--- config.mk ---
export PLATFORM = sky130hd
export DESIGN_NAME = evt_req_ctrl
export DESIGN_NICKNAME = d
export VERILOG_FILES = /design/src/rtl/evt_req_pkg.sv /design/src/rtl/evt_csr.sv /design/src/rtl/evt_pending_bank.sv /design/src/rtl/evt_arbiter.sv /design/src/rtl/evt_req_ctrl.sv
export SDC_FILE = /design/constraint.sdc
export NUM_CORES = 1
export LEC_CHECK = 0
export BUFFER_PORTS_ARGS = -buffer_cell sky130_fd_sc_hd__buf_2
export CORE_MARGIN = 5
export CORE_UTILIZATION = 40
export DETAILED_ROUTE_END_ITERATION = 6
export PLACE_DENSITY_LB_ADDON = 0.2
export SYNTH_ARGS = -nofsm -noshare
export SYNTH_HDL_FRONTEND = slang
export SYNTH_SLANG_ARGS = --single-unit
--- constraint.sdc ---
create_clock -name clk -period 4.26 [get_ports clk]
set_input_delay 0.213 -clock clk [delete_from_list [all_inputs] [get_ports clk]]
set_output_delay 0.213 -clock clk [all_outputs]
set_load 0.005 [all_outputs]
--- src/rtl/evt_req_pkg.sv ---
package evt_req_pkg;

    localparam int NUM_CH = 16;
    localparam int CH_W   = $clog2(NUM_CH);
    localparam int DATA_W = 32;
    localparam int ADDR_W = 2;

    typedef logic [NUM_CH-1:0] ch_mask_t;
    typedef logic [CH_W-1:0]   ch_idx_t;

    typedef enum logic [ADDR_W-1:0] {
        REG_PEND = 2'd0,
        REG_ENA  = 2'd1,
        REG_CLR  = 2'd2,
        REG_SET  = 2'd3
    } reg_sel_e;

    // software commands decoded from one bus cycle
    typedef struct packed {
        ch_mask_t sw_set;
        ch_mask_t sw_clr;
    } sw_cmd_t;

    typedef struct packed {
        logic    valid;
        ch_idx_t chan;
    } req_t;

    function automatic ch_idx_t lowest_idx(ch_mask_t m);
        ch_idx_t r;
        r = '0;
        for (int i = NUM_CH - 1; i >= 0; i--) begin
            if (m[i]) r = ch_idx_t'(i);
        end
        return r;
    endfunction

    function automatic ch_mask_t idx_onehot(ch_idx_t i);
        return ch_mask_t'(1) << i;
    endfunction

endpackage

--- src/rtl/evt_csr.sv ---
module evt_csr
    import evt_req_pkg::*;
(
    input  logic              clk,
    input  logic              rst,
    input  logic [ADDR_W-1:0] bus_addr,
    input  logic              bus_wr,
    input  logic [DATA_W-1:0] bus_wdata,
    input  ch_mask_t          pending,
    output ch_mask_t          enable,
    output sw_cmd_t           cmd,
    output logic [DATA_W-1:0] bus_rdata
);
    reg_sel_e sel;
    ch_mask_t wmask;
    logic     unused_wdata_hi;

    assign sel             = reg_sel_e'(bus_addr);
    assign wmask           = bus_wdata[NUM_CH-1:0];
    assign unused_wdata_hi = ^bus_wdata[DATA_W-1:NUM_CH];

    always_ff @(posedge clk) begin
        if (rst) begin
            enable <= '0;
        end else if (bus_wr && sel == REG_ENA) begin
            enable <= wmask;
        end
    end

    always_comb begin
        cmd.sw_set = (bus_wr && sel == REG_SET) ? wmask : '0;
        cmd.sw_clr = (bus_wr && sel == REG_CLR) ? wmask : '0;
    end

    always_comb begin
        bus_rdata = '0;
        case (sel)
            REG_PEND: bus_rdata[NUM_CH-1:0] = pending;
            REG_ENA:  bus_rdata[NUM_CH-1:0] = enable;
            default:  bus_rdata = '0;
        endcase
    end
endmodule

--- src/rtl/evt_pending_bank.sv ---
module evt_pending_bank
    import evt_req_pkg::*;
(
    input  logic     clk,
    input  logic     rst,
    input  ch_mask_t hw_evt,
    input  sw_cmd_t  cmd,
    input  ch_mask_t submit,
    output ch_mask_t pending,
    output ch_mask_t sw_flag
);
    for (genvar g = 0; g < NUM_CH; g++) begin : g_ch
        logic set_any;
        logic drop;

        assign set_any = hw_evt[g] | cmd.sw_set[g];
        assign drop    = cmd.sw_clr[g] | submit[g];

        always_ff @(posedge clk) begin
            if (rst) begin
                pending[g] <= 1'b0;
                sw_flag[g] <= 1'b0;
            end else begin
                pending[g] <= set_any | (pending[g] & ~drop);
                sw_flag[g] <= cmd.sw_set[g] | (sw_flag[g] & ~drop);
            end
        end
    end
endmodule

--- src/rtl/evt_arbiter.sv ---
module evt_arbiter
    import evt_req_pkg::*;
(
    input  logic     clk,
    input  logic     rst,
    input  ch_mask_t eligible,
    input  logic     ack,
    output req_t     req,
    output ch_mask_t submit
);
    always_ff @(posedge clk) begin
        if (rst) begin
            req <= '0;
        end else if (req.valid) begin
            if (ack) req.valid <= 1'b0;
        end else if (|eligible) begin
            req.valid <= 1'b1;
            req.chan  <= lowest_idx(eligible);
        end
    end

    assign submit = (req.valid && ack) ? idx_onehot(req.chan) : '0;
endmodule

--- src/rtl/evt_req_ctrl.sv ---
module evt_req_ctrl
    import evt_req_pkg::*;
(
    input  logic              clk,
    input  logic              rst,
    input  logic [ADDR_W-1:0] bus_addr,
    input  logic              bus_wr,
    input  logic [DATA_W-1:0] bus_wdata,
    output logic [DATA_W-1:0] bus_rdata,
    input  logic [NUM_CH-1:0] evt_in,
    output logic              req_valid,
    output logic [CH_W-1:0]   req_chan,
    input  logic              req_ack
);
    ch_mask_t pending;
    ch_mask_t sw_flag;
    ch_mask_t enable;
    ch_mask_t eligible;
    ch_mask_t submit;
    sw_cmd_t  cmd;
    req_t     req;

    evt_csr u_csr (
        .clk       (clk),
        .rst       (rst),
        .bus_addr  (bus_addr),
        .bus_wr    (bus_wr),
        .bus_wdata (bus_wdata),
        .pending   (pending),
        .enable    (enable),
        .cmd       (cmd),
        .bus_rdata (bus_rdata)
    );

    evt_pending_bank u_bank (
        .clk     (clk),
        .rst     (rst),
        .hw_evt  (evt_in),
        .cmd     (cmd),
        .submit  (submit),
        .pending (pending),
        .sw_flag (sw_flag)
    );

    assign eligible = pending & (enable | sw_flag);

    evt_arbiter u_arb (
        .clk      (clk),
        .rst      (rst),
        .eligible (eligible),
        .ack      (req_ack),
        .req      (req),
        .submit   (submit)
    );

    assign req_valid = req.valid;
    assign req_chan  = req.chan;
endmodule

== Word level (Yosys, flattened, before mapping) ==
Cells that the tools add are included.

* Input port bits: 54
* Output and inout bits: 37
* Register bits after elaboration: 53

* Multiplexer cells: 23
* Shifts and indexed selects: 1
* Bitwise logic cells: 115
* Reductions and logical operators: 7
* Equal/unequal tests: 3

{| class="wikitable"
|+ Operators by type and width
! kind !! number
|-
| $mux 4 || 16
|-
| $or 1x1->1 || 64
|-
| $mux 16 || 3
|-
| $and 1x1->1 || 32
|-
| $pmux 16 s2 || 1
|-
| $not 1->1 || 17
|-
| $and 16x16->16 || 1
|-
| $or 16x16->16 || 1
|-
| $reduce_or 16->1 || 1
|-
| $shl 1x4->16 const A || 1
|-
| $mux 5 || 1
|-
| $eq 2x2->1 const B || 2
|-
| $logic_and 1x1->1 || 4
|-
| $eq 2x1->1 const B || 1
|-
| $logic_not 2->1 || 1
|-
| $mux 1 || 2
|-
| $reduce_and 2->1 || 1
|}

== Logic depth before layout (Yosys ltp) ==
* Depth after elaboration: 20
* Mapped depth: 7

== Modules after synthesis ==
From an unflattened synthesis, not the netlist that was laid out.

* Cell total of the unflattened synthesis: 379
* Area, all modules: 3173.0 µm²

{| class="wikitable"
|+ Modules (own cells, without submodules)
! module !! cells each !! seq. area each (µm²) !! area an instance (µm²) !! times used
|-
| evt_csr || 159 || 320.3 || 1330.0 || 1
|-
| evt_pending_bank || 131 || 640.6 || 1216.2 || 1
|-
| evt_arbiter || 73 || 100.1 || 506.7 || 1
|-
| evt_req_ctrl || 16 || 0.0 || 120.1 || 1
|}

== Worst setup path after synthesis ==
No wires, ideal clock.

* Path type: reg-to-reg
* Start point: register u_csr.enable[2]
* End point: register u_arb.req[0] (netlist name)
* Required time: 4146 ps
* Slack: 2838 ps
* Cell stages (with the launch flop): 6
* Library setup time: 114 ps
* Data arrival time: 1308 ps
* Cells stage by stage: dfxtp_1 o21ai_2 nand4_2 nor4_4 nor2_1 a21o_1

* Cells in the longest elaborated chain, start to end: 5

{| class="wikitable"
|+ Ends and longest elaborated chain
! what !! RTL line !! source
|-
| start: declaration || evt_csr.sv:10 || <nowiki>output ch_mask_t enable,</nowiki>
|-
| start signal: assignment || evt_csr.sv:26 || <nowiki>enable <= wmask;</nowiki>
|-
| $or 16x16->16 * || evt_req_ctrl.sv:45 || <nowiki>assign eligible = pending & (enable | sw_flag);</nowiki>
|-
| $and 16x16->16 * || evt_req_ctrl.sv:45 ||
|-
| $mux 4 (3 in a row) || evt_req_pkg.sv:33 || <nowiki>if (m[i]) r = ch_idx_t'(i);</nowiki>
|}

Every way passes the cells marked *; elsewhere a longest branch is shown, timed or not.
A chain may end at the register's enable or synchronous reset.

== Final worst setup path ==
* Start point: register u_arb.req[4] (netlist name)
* End point: register u_bank.pending[15]

* Cells in the longest elaborated chain, start to end: 6

{| class="wikitable"
|+ Ends and longest elaborated chain
! what !! RTL line !! source
|-
| $logic_and 1x1->1 || evt_arbiter.sv:22 || <nowiki>assign submit = (req.valid && ack) ? idx_onehot(req.chan) : '0;</nowiki>
|-
| $mux 16 || evt_arbiter.sv:22 ||
|-
| $or 1x1->1 || evt_pending_bank.sv:17 || <nowiki>assign drop = cmd.sw_clr[g] | submit[g];</nowiki>
|-
| $not 1->1 || evt_pending_bank.sv:24 || <nowiki>pending[g] <= set_any | (pending[g] & ~drop);</nowiki>
|-
| $and 1x1->1 || evt_pending_bank.sv:24 ||
|-
| $or 1x1->1 || evt_pending_bank.sv:24 ||
|-
| end signal: indexed assignment || evt_pending_bank.sv:24 ||
|-
| end: declaration || evt_pending_bank.sv:9 || <nowiki>output ch_mask_t pending,</nowiki>
|}

Every way passes these cells.

==> reports/metrics.yaml <==
status: "finished clean"
internal_power_uw: 774.1
multi_input_comb_area_um2: 1468
final_critical_path_setup_slack_ns: 2.379
global_route.usage.total: 0.1804
max_freq_mhz: 531.6
cts_tree: "done"
synth_area_per_cell_um2: 8.263
finalClockSkew_ns: 0.01067
critPathCaptureType: "flop"
starting_density_of_the_core: 0.4032
clk_latency_ns: 0.31
cts.sinks: 53
synth-seq-cells: 53
critical_path.max_fanout: 8
count_of_hold_buffers_inserted_by_post_cts_repair: 0
die-area_um2: 8476
grt_busiest_layer: "met2"
vias: 2525
clk_tree_root_cell: "clkbuf_8"
worst_r2r_path_depth: 5
min_path_cells: 3
largest_net_degree_at_the_start_of_global_routing: 52
area_growth_pct: 13.61
cp_data_required_time_ns: 4.42
detail_route.drc_violations: 0
die-width_um: 92.07
power.sequential.fraction: 0.513
detail_route.vias_per_cell: 5.549
ys_warn_count: 0
worst-path-buf-inv: 0
final_antenna_net_count: 0
timing.setup.tns_ns: 0
portBuffers: 58
placement_rows: 30
drt_iter0_markers: 189
rsz0062_at_grt: "false"
worst-slew-pin-transition_ns: 0.9616
wl_per_cell_um: 16.56
clock_power_share: 0.321
diodes: 0
cp_top_family: "simple AND/OR/NAND/NOR gates"
power.share.switching: 0.2850
seq_area_um2: 1061
critPathArrivalTime_ns: 2.05
drv.max_cap_violation_count: 0
period_share: 0.4416
replace_congestion: 0.8453
synth_cell_type_count: 37
timing.critical_path.from: "u_arb.req[4]"
synth.top_cells.by_area: "dfxtp_1, a22oi_1, nor2_1"
post-synth-top-area-fraction: 0.3939
globalRouteMet1Util: 0.2462
timing.hold.worst.start: "evt_in[13]"
finalWorstPathRequiredPeriod_ns: 1.881
post_synthesis_cell_area_um2: 2694
grt_pass1_vias: 2423
grt_util_met2: 0.2920
global_route.overflow_total: 0
number_of_antenna_violations_at_the_first_check_in_global_routing: 0
maxSlewHeadroom: 0.3590
detailed_routing_iteration_count_for_the_pre_antenna_repair_pass: 4
timing.hold.worst.class: "in -> reg"
floorplan.io_pins: 91
nNetsFinal: 428
p_comb_frac: 0.166
start_kind: "flop"
setup_viol: 0
core_um2: 6681
grt_first_pass_wirelength_mm: 12.26
fill_cells: 668
dp_hpwl_mm: 5.348
critical_path.cell_chain: "nand2_2 > nor3_1 > a32oi_1 > a221oi_1 > nor2_1"
place_worst_setup_slack_ns: 2.236
fp.dieH_um: 92.07
postRouteWirelength_mm: 7.537
power.switching_uw: 308.5
cts_buffer_depth: 2
r2r_startpoint: "u_arb.req[4]"
max-vdd-ir-drop_mv: 0.2170
synthesis.instances: 326
global_route.usage.met3: 0.03856
final-max-slew-violation-count: 0
crit_path_top_delay_cell: "nor3_1"
cts.repair.resized: 0
regToRegEndpoint: "u_bank.pending[15]"
cpPeakStageDelay_ns: 0.54
r2r_setup_slack_ns: 2.38
post_route_cells_drive_above_1_share: 0.2187
post_cts_buffers: 0
end_of_the_worst_hold_path: "u_bank.pending[13]"
hold_violations: 0
yosys.area.top_type: "dfxtp_1"
path_clk_slew_ns: 0.10
cts.htree.levels: 2
tritoncts.num_buffers: 5
design_power_total_uw: 1083
power_leakage_uw: 0.001302
hold_slack_ns: 0.1124
pwr_density_cell_nw_per_um2: 353.7
seq_area_frac_synth: 0.3939
setup.worst_path.class: "reg -> reg"
-- through the flow --
| stage | util | cell area (um^2) | instances |
|---|---|---|---|
| 6_report | 0.4581 | 3060 | 455 |
| 2_1_floorplan | - | 2750 | 341 |
| 4_1_cts | 0.4581 | 3060 | 455 |
| 3_3_place_gp | 0.4414 | 2949 | 447 |
| 3_5_place_dp | 0.4414 | 2949 | 447 |
| 5_1_grt | 0.4581 | 3060 | 455 |
-- layout make-up --
cell class                 count  area share
multi-input combinational    250      0.4796
sequential                    53      0.3467
timing repair buffer          60     0.09975
clock buffer                   6     0.02371
clock inverter                 2     0.01267
inverter                       4    0.004906
tap                           80     0.03271
-- how the worst max path moves through the flow --
stage                     cells after the start            endpoint
final                                         5  u_bank.pending[15]
after global routing                          5  u_bank.pending[15]
after CTS                                     5  u_bank.pending[15]
after detailed placement                      6  u_bank.pending[14]
after global placement                        6  u_bank.pending[13]
after floorplan                               5        u_arb.req[0]
-- worst register-to-register path: cells and delay by family, from the launching register on --
family	cells	cell delay (ns)
AO/OA/AOI/OAI	2	0.53
flip-flops	1	0.48
AND/OR/NAND/NOR	3	0.73
-- power by group through the flow --
stage	sequential, uW	combinational, uW	clock [uW]
finish	556	179	348
global route	561	202	379
CTS	556	180	356
detailed placement	567	179	0
global placement	566	177	0
floorplan	558	127	0
-- cell usage after synthesis --
cell and instances:
and3_1 1, o211a_1 1, nor2_1 53, inv_1 4, buf_4 19, dfxtp_1 53, nand3_1 1, o31ai_1 2
a31o_2 1, mux2i_1 16, and2b_1 1, o21ai_2 5, a21o_1 1, nor2_2 1, a21oi_1 20, nor2b_1 3
o21a_1 2, nand2_1 42, o21ai_4 2, a22oi_1 28, nand2b_1 1, a31oi_1 2, o211ai_1 3, nor3_1 5
nor4_4 1, nand2_2 1, or2_2 1, nand4_2 3, a32oi_1 4, o21ai_1 7, o21ai_0 6, or2b_1 1
buf_2 6, clkbuf_1 9, conb_1 1, a221oi_1 16, nand4_1 3
-- kinds of logic (layout without fill, tap and decap cells) --
family / after synthesis / count (layout) / share of synthesized area
buf+inv: 38 / 72 / 0.08221
compound gates: 100 / 100 / 0.2666
other cells: 1 / 16 / 0.001392
mux: 16 / 16 / 0.05945
flops: 53 / 53 / 0.3939
simple gates: 118 / 118 / 0.1965
-- routing by layer --
| metal | share of wire | vias up |
|---|---|---|
| met4 | 0.0046 | 0 |
| met5 | 0 | - |
| met1 | 0.44 | 1207 |
| met3 | 0.065 | 2 |
| li1 | - | 1244 |
| met2 | 0.49 | 72 |
-- state kept, by name, indices dropped and copies added, names as in the netlist --
signal          cells
u_bank.sw_flag     16
u_bank.pending     16
u_arb.req           5
u_csr.enable       16
-- layout by cell type, fill, tap and decap left out, types with 6 or more instances in the layout --
master and instances:
conb_1 16, a21oi_1 20, mux2i_1 16, nand2_1 42
a22oi_1 28, o21ai_1 7, buf_2 58, dfxtp_1 53
o21ai_0 6, nor2_1 53, a221oi_1 16
(Power assumes the default switching activity.)
